===== src/rtl/asid_tlb_pkg.sv =====
package asid_tlb_pkg;

  // slot reached by stepping 'step' places from 'base' on a ring of n slots
  function automatic int ring_slot(input int base, input int step, input int n);
    int s;
    s = base + step;
    if (s >= n) s = s - n;
    return s;
  endfunction

  // slot following 'idx' on a ring of n slots
  function automatic int ring_next(input int idx, input int n);
    return (idx + 1 >= n) ? 0 : idx + 1;
  endfunction

endpackage


===== src/rtl/tlb_match.sv =====
module tlb_match #(
  parameter int N      = 8,
  parameter int VPN_W  = 20,
  parameter int ASID_W = 8,
  parameter int IDX_W  = 3
) (
  input  logic [N-1:0]      valid,
  input  logic [VPN_W-1:0]  ent_vpn  [N],
  input  logic [ASID_W-1:0] ent_asid [N],
  input  logic [VPN_W-1:0]  key_vpn,
  input  logic [ASID_W-1:0] key_asid,
  input  logic              use_asid,
  output logic [N-1:0]      hit_vec,
  output logic              any_hit,
  output logic [IDX_W-1:0]  hit_idx
);

  for (genvar i = 0; i < N; i++) begin : g_cmp
    assign hit_vec[i] = valid[i] && (ent_vpn[i] == key_vpn) &&
                        (!use_asid || (ent_asid[i] == key_asid));
  end

  assign any_hit = |hit_vec;

  // lowest matching slot wins
  always_comb begin
    hit_idx = '0;
    for (int i = N - 1; i >= 0; i--) begin
      if (hit_vec[i]) hit_idx = IDX_W'(i);
    end
  end

endmodule


===== src/rtl/tlb_victim.sv =====
module tlb_victim #(
  parameter int N     = 8,
  parameter int IDX_W = 3
) (
  input  logic [N-1:0]     locked,
  input  logic [IDX_W-1:0] start,
  output logic             found,
  output logic [IDX_W-1:0] victim
);
  import asid_tlb_pkg::*;

  // first unlocked slot searching circularly from start
  always_comb begin
    int s;
    found  = 1'b0;
    victim = start;
    for (int k = N - 1; k >= 0; k--) begin
      s = ring_slot(int'(start), k, N);
      if (!locked[s]) begin
        found  = 1'b1;
        victim = IDX_W'(s);
      end
    end
  end

endmodule


===== src/rtl/asid_tlb.sv =====
module asid_tlb #(
  parameter int N      = 8,
  parameter int VPN_W  = 20,
  parameter int ASID_W = 8,
  parameter int PFN_W  = 20
) (
  input  logic              clk,
  input  logic              rst_n,
  input  logic              asid_mode,
  input  logic              lk_req,
  input  logic [VPN_W-1:0]  lk_vpn,
  input  logic [ASID_W-1:0] lk_asid,
  output logic              lk_hit,
  output logic              lk_miss,
  output logic [PFN_W-1:0]  lk_pfn,
  input  logic              fill_en,
  input  logic [VPN_W-1:0]  fill_vpn,
  input  logic [ASID_W-1:0] fill_asid,
  input  logic [PFN_W-1:0]  fill_pfn,
  input  logic              fill_pin,
  output logic              fill_err,
  input  logic              flush,
  input  logic              flush_all,
  input  logic              pt_switch
);
  import asid_tlb_pkg::*;

  localparam int IDX_W = (N > 1) ? $clog2(N) : 1;

  logic [N-1:0]      valid, pin, valid_nxt, pin_nxt, locked;
  logic [VPN_W-1:0]  e_vpn  [N];
  logic [ASID_W-1:0] e_asid [N];
  logic [PFN_W-1:0]  e_pfn  [N];
  logic [IDX_W-1:0]  rr_ptr;

  // named internal events
  logic [N-1:0]      look_vec, dup_vec;
  logic              look_any, dup_any, vic_found;
  logic [IDX_W-1:0]  look_idx, dup_idx, vic_idx, wr_idx;
  logic              kill_soft, fill_go, wr_en, wr_new, fill_drop;

  assign locked    = valid & pin;
  assign kill_soft = flush | (pt_switch & ~asid_mode);
  assign fill_go   = fill_en & ~kill_soft & ~flush_all;
  assign wr_en     = fill_go & (dup_any | vic_found);
  assign wr_new    = wr_en & ~dup_any;
  assign fill_drop = fill_go & ~dup_any & ~vic_found;
  assign wr_idx    = dup_any ? dup_idx : vic_idx;

  tlb_match #(.N(N), .VPN_W(VPN_W), .ASID_W(ASID_W), .IDX_W(IDX_W)) u_look (
    .valid(valid), .ent_vpn(e_vpn), .ent_asid(e_asid),
    .key_vpn(lk_vpn), .key_asid(lk_asid), .use_asid(asid_mode),
    .hit_vec(look_vec), .any_hit(look_any), .hit_idx(look_idx)
  );

  tlb_match #(.N(N), .VPN_W(VPN_W), .ASID_W(ASID_W), .IDX_W(IDX_W)) u_dup (
    .valid(valid), .ent_vpn(e_vpn), .ent_asid(e_asid),
    .key_vpn(fill_vpn), .key_asid(fill_asid), .use_asid(asid_mode),
    .hit_vec(dup_vec), .any_hit(dup_any), .hit_idx(dup_idx)
  );

  tlb_victim #(.N(N), .IDX_W(IDX_W)) u_vic (
    .locked(locked), .start(rr_ptr), .found(vic_found), .victim(vic_idx)
  );

  always_comb begin
    valid_nxt = valid;
    pin_nxt   = pin;
    if (flush_all) begin
      valid_nxt = '0;
      pin_nxt   = '0;
    end else if (kill_soft) begin
      valid_nxt = valid & pin;
    end else if (wr_en) begin
      valid_nxt[wr_idx] = 1'b1;
      pin_nxt[wr_idx]   = fill_pin;
    end
  end

  always_ff @(posedge clk) begin
    if (!rst_n) begin
      valid    <= '0;
      pin      <= '0;
      rr_ptr   <= '0;
      lk_hit   <= 1'b0;
      lk_miss  <= 1'b0;
      lk_pfn   <= '0;
      fill_err <= 1'b0;
    end else begin
      valid    <= valid_nxt;
      pin      <= pin_nxt;
      lk_hit   <= lk_req & look_any;
      lk_miss  <= lk_req & ~look_any;
      lk_pfn   <= (lk_req & look_any) ? e_pfn[look_idx] : '0;
      fill_err <= fill_drop;
      if (wr_new) rr_ptr <= IDX_W'(ring_next(int'(vic_idx), N));
    end
  end

  always_ff @(posedge clk) begin
    if (wr_en) begin
      e_vpn[wr_idx]  <= fill_vpn;
      e_asid[wr_idx] <= fill_asid;
      e_pfn[wr_idx]  <= fill_pfn;
    end
  end

  // ---------------- assertion support ----------------
  logic seen, mode_q, mode_clean;
  always_ff @(posedge clk) begin
    if (!rst_n) begin
      seen       <= 1'b0;
      mode_q     <= 1'b0;
      mode_clean <= 1'b0;
    end else begin
      seen   <= 1'b1;
      mode_q <= asid_mode;
      if (flush_all) mode_clean <= 1'b1;
      else if (seen && asid_mode != mode_q) mode_clean <= 1'b0;
    end
  end

  a_r2_one_outcome: assert property (@(posedge clk) disable iff (!rst_n)
    !(lk_hit && lk_miss));
  a_r2_latency: assert property (@(posedge clk) disable iff (!rst_n)
    seen |-> ((lk_hit || lk_miss) == $past(lk_req)));
  a_r6_unique: assert property (@(posedge clk) disable iff (!rst_n)
    (mode_clean && seen && asid_mode == mode_q) |-> $onehot0(look_vec));
  a_r8_drop_cause: assert property (@(posedge clk) disable iff (!rst_n)
    (seen && fill_err) |-> ($past(fill_en) && (&$past(locked))));
  a_r9_pinned_kept: assert property (@(posedge clk) disable iff (!rst_n)
    (seen && $past(flush) && !$past(flush_all)) |-> (locked == $past(locked)));
  a_r10_clear_all: assert property (@(posedge clk) disable iff (!rst_n)
    (seen && $past(flush_all)) |-> (valid == '0));
  a_r12_pfn_zero: assert property (@(posedge clk) disable iff (!rst_n)
    !lk_hit |-> (lk_pfn == '0));

endmodule


===== config.mk =====
export PLATFORM = sky130hd
export DESIGN_NAME = asid_tlb
export DESIGN_NICKNAME = d
export VERILOG_FILES = /design/src/rtl/asid_tlb_pkg.sv /design/src/rtl/tlb_match.sv /design/src/rtl/tlb_victim.sv /design/src/rtl/asid_tlb.sv
export SDC_FILE = /design/constraint.sdc
export NUM_CORES = 1
export LEC_CHECK = 0
export BUFFER_PORTS_ARGS = -buffer_cell sky130_fd_sc_hd__buf_2
export CAP_MARGIN = 20
export CELL_PAD_IN_SITES_DETAIL_PLACEMENT = 1
export CELL_PAD_IN_SITES_GLOBAL_PLACEMENT = 2
export CORE_UTILIZATION = 44
export CTS_CLUSTER_DIAMETER = 200
export DETAILED_ROUTE_END_ITERATION = 10
export PLACE_DENSITY_LB_ADDON = 0.15
export SYNTH_ARGS = -nofsm -noshare
export SYNTH_HDL_FRONTEND = slang
export SYNTH_SLANG_ARGS = --single-unit

===== constraint.sdc =====
create_clock -name clk -period 5.7 [get_ports clk]
set_input_delay 0.285 -clock clk [delete_from_list [all_inputs] [get_ports clk]]
set_output_delay 0.285 -clock clk [all_outputs]
set_load 0.005 [all_outputs]

==> results.json <==
{
  "dp_cells": 2322,
  "row_count": 80,
  "max_freq_mhz": 213,
  "synth.distinct_cells": 86,
  "num_io_pins": 108,
  "grt_max_degree": 50,
  "routed_wl_um": 67700,
  "fillers": 4880,
  "cpLargestDelayFamily": "compound AO/OA/AOI/OAI gates",
  "fin_crit_ns": 4.69,
  "drv_slew": 0,
  "firstDrtPassIters": 5,
  "root_buffer": "clkbuf_16",
  "critPathMostFrequentCell": "o211ai_1",
  "worst_slew_pin_slew_ns": 1.07,
  "finalNonFillerCells": 2434,
  "final_layout_size_suffix_gt1_share_pct": 14.9,
  "vias_per_cell": 5.91,
  "portBuffers": 107,
  "fin_setup_tns_ns": 0,
  "crit_required_ns": 6.00,
  "ctsResizeCount": 0,
  "globalRouteTotalUtil_pct": 27.5,
  "timing.final.crit_share_pct": 82.3,
  "synth_edf_count": 384,
  "rsz0062_at_grt": "false",
  "die_area_mm2": 0.0498,
  "run_status": "completed",
  "finalSetupViolCount": 0,
  "grt_pass1_vias": 15200,
  "wl_per_cell_um": 27.8,
  "cts_post_setup_buffers_inserted": 0,
  "h-tree-depth": 2,
  "nets": 1867,
  "multi_input_area_mm2": 0.00860,
  "antenna_found_initial": 2,
  "cpPeakStageDelay_ns": 0.76,
  "crit_chain": "clkinv_1 -> ha_1 -> mux4_2 -> nor2b_1 -> a221o_1 -> o211ai_1 -> o211ai_1 -> o41ai_2 -> and2_2 -> buf_12",
  "ant_nets": 0,
  "clock_latency_ns": 0.62,
  "critPathLaunchType": "flop",
  "gr-total-overflow": 0,
  "die_x_um": 223,
  "end_kind": "flop",
  "cts_buffers": 48,
  "synthCells": 1661,
  "crit_type": "flop to flop",
  "num_vias": 14400,
  "maxCapViolCount": 0,
  "final_cell_mix": "edfxtp_1, xnor2_1, xor2_1, buf_2, nand4_1",
  "synth.avg_cell_area_um2": 13.0,
  "path_clk_slew_ns": 0.06,
  "crit_buf_inv": 2,
  "final-seq-area_mm2": 0.0124,
  "drtIter0Drc": 1185,
  "ys_seq_elements": 426,
  "hold_buffers": 22,
  "p_total_w": 0.00705,
  "crit_arrival_ns": 4.99,
  "async_flop_share_pct": 0,
  "relSlewSlack_pct": 28.7,
  "coreArea_mm2": 0.0480,
  "drc_errors": 0,
  "ys_seq_area_share_pct": 57.5,
  "start_util_pct": 44.8,
  "post-dp-hpwl_um": 44900,
  "place_congestion": 0.941,
  "cts.sinks": 426,
  "slowest_stage": "ha_1",
  "clock_skew_ns": 0.0558,
  "hold_class": "input port to flop",
  "dieHeight_um": 223,
  "grt_pass1_wl_um": 100000,
  "utilization_pct": 50.9,
  "p_per_area_mw_per_mm2": 288,
  "yosysWarnings": 0,
  "hold_viol": 0,
  "max-vdd-ir-drop_mv": 0.279,
  "cp_max_fo": 24,
  "synth_top_flop_cell": "edfxtp_1",
  "leakagePower_nw": 7.98,
  "cts_tree": "done",
  "final_common_cell": "edfxtp_1",
  "areaGrowthSynthToFinish_pct": 13.7,
  "cts_max_path_buffers": 3,
  "syn_nets": 1749,
  "netlist_area_mm2": 0.0215
}
==> routing by layer <==
layer	GRT usage, %	part of all wire [%]
met3	5.04	6.0
met1	36.1	42
met4	10.9	3.9
met2	45.2	48
met5	0	0
==> final timing paths <==
path	slack, ns	from	to	depth (start not counted)
worst min register to register	0.52	e_pfn[3][17]	lk_pfn[17]	2
worst max-delay path	1.01	rr_ptr[1]	e_pfn[3][4]	10
worst max register to register	1.01	rr_ptr[1]	e_pfn[3][4]	10
worst min-delay path	0.08	fill_vpn[18]	e_vpn[58]	1
==> flip-flops by register name (all words and copies together), names as in the netlist <==
| name | count |
|---|---|
| e_pfn | 160 |
| rr_ptr | 3 |
| e_asid | 64 |
| lk_pfn | 20 |
| fill_err | 1 |
| lk_hit | 1 |
| lk_miss | 1 |
| pin | 8 |
| e_vpn | 160 |
| valid | 8 |
==> through the flow <==
stage / instance area (um^2) / hold WS [ns] / setup WS, ns
after floorplan: 21500 / 0.384 / 1.36
after global placement: 22700 / 0.500 / 1.10
after detailed placement: 22700 / 0.501 / 1.01
after CTS: 24500 / 0.0607 / 1.00
after global routing: 24500 / 0.0770 / 0.664
final: 24500 / 0.0847 / 1.01
==> cell families (layout without fill, tap and decap cells) <==
kind of cell,after synthesis,after routing,synth area share (%)
AOI/OAI and AO/OA,197,197,6.49
muxes,58,58,3.52
adders and majority gates,3,3,0.174
xor gates and xnor gates,451,451,18.5
and+or+nand+nor,418,418,11.1
other,0,1,0
buffers and inverters,108,265,2.73
DFF,426,426,57.5
==> power breakdown <==
part,internal (W),total [W],switching [W]
logic,0.000164,0.000485,0.000322
registers,0.00342,0.00343,0.0000105
clock network,0.00182,0.00314,0.00131
total,0.00540,0.00705,0.00165
==> cells in the mapped netlist (13+ instances only) <==
cell type  count  area (um^2)
a21o_1        14          105
and2_1        21          131
and3_1        13         81.3
buf_2         53          265
clkbuf_1      24         90.1
dfxtp_1       42          841
edfxtp_1     384        11500
mux2i_1       43          430
mux4_2        14          315
nand2_1       66          248
nand3_1       83          415
nand4_1       84          526
nor2_1        18         67.6
nor4_1        61          382
o21ai_0       59          295
o21ai_1       16         80.1
xnor2_1      298         2610
xor2_1       149         1310
==> layout make-up <==
type,count,area share [%]
Sequential cell,426,50.6
Multi-Input combinational cell,1127,35.1
Clock buffer,68,5.46
Timing Repair Buffer,163,4.49
Tap cell,615,3.14
Clock inverter,21,1.00
Inverter,13,0.199
Antenna cell,1,0.0102
==> worst register-to-register path, stage by stage, from the launching register on <==
cell	delay, ns
dfxtp_1	0.59
clkinv_1	0.42
ha_1	0.76
mux4_2	0.42
nor2b_1	0.15
a221o_1	0.27
o211ai_1	0.19
o211ai_1	0.28
o41ai_2	0.56
and2_2	0.51
buf_12	0.25
No activity file was read; power rests on OpenSTA's default activity.
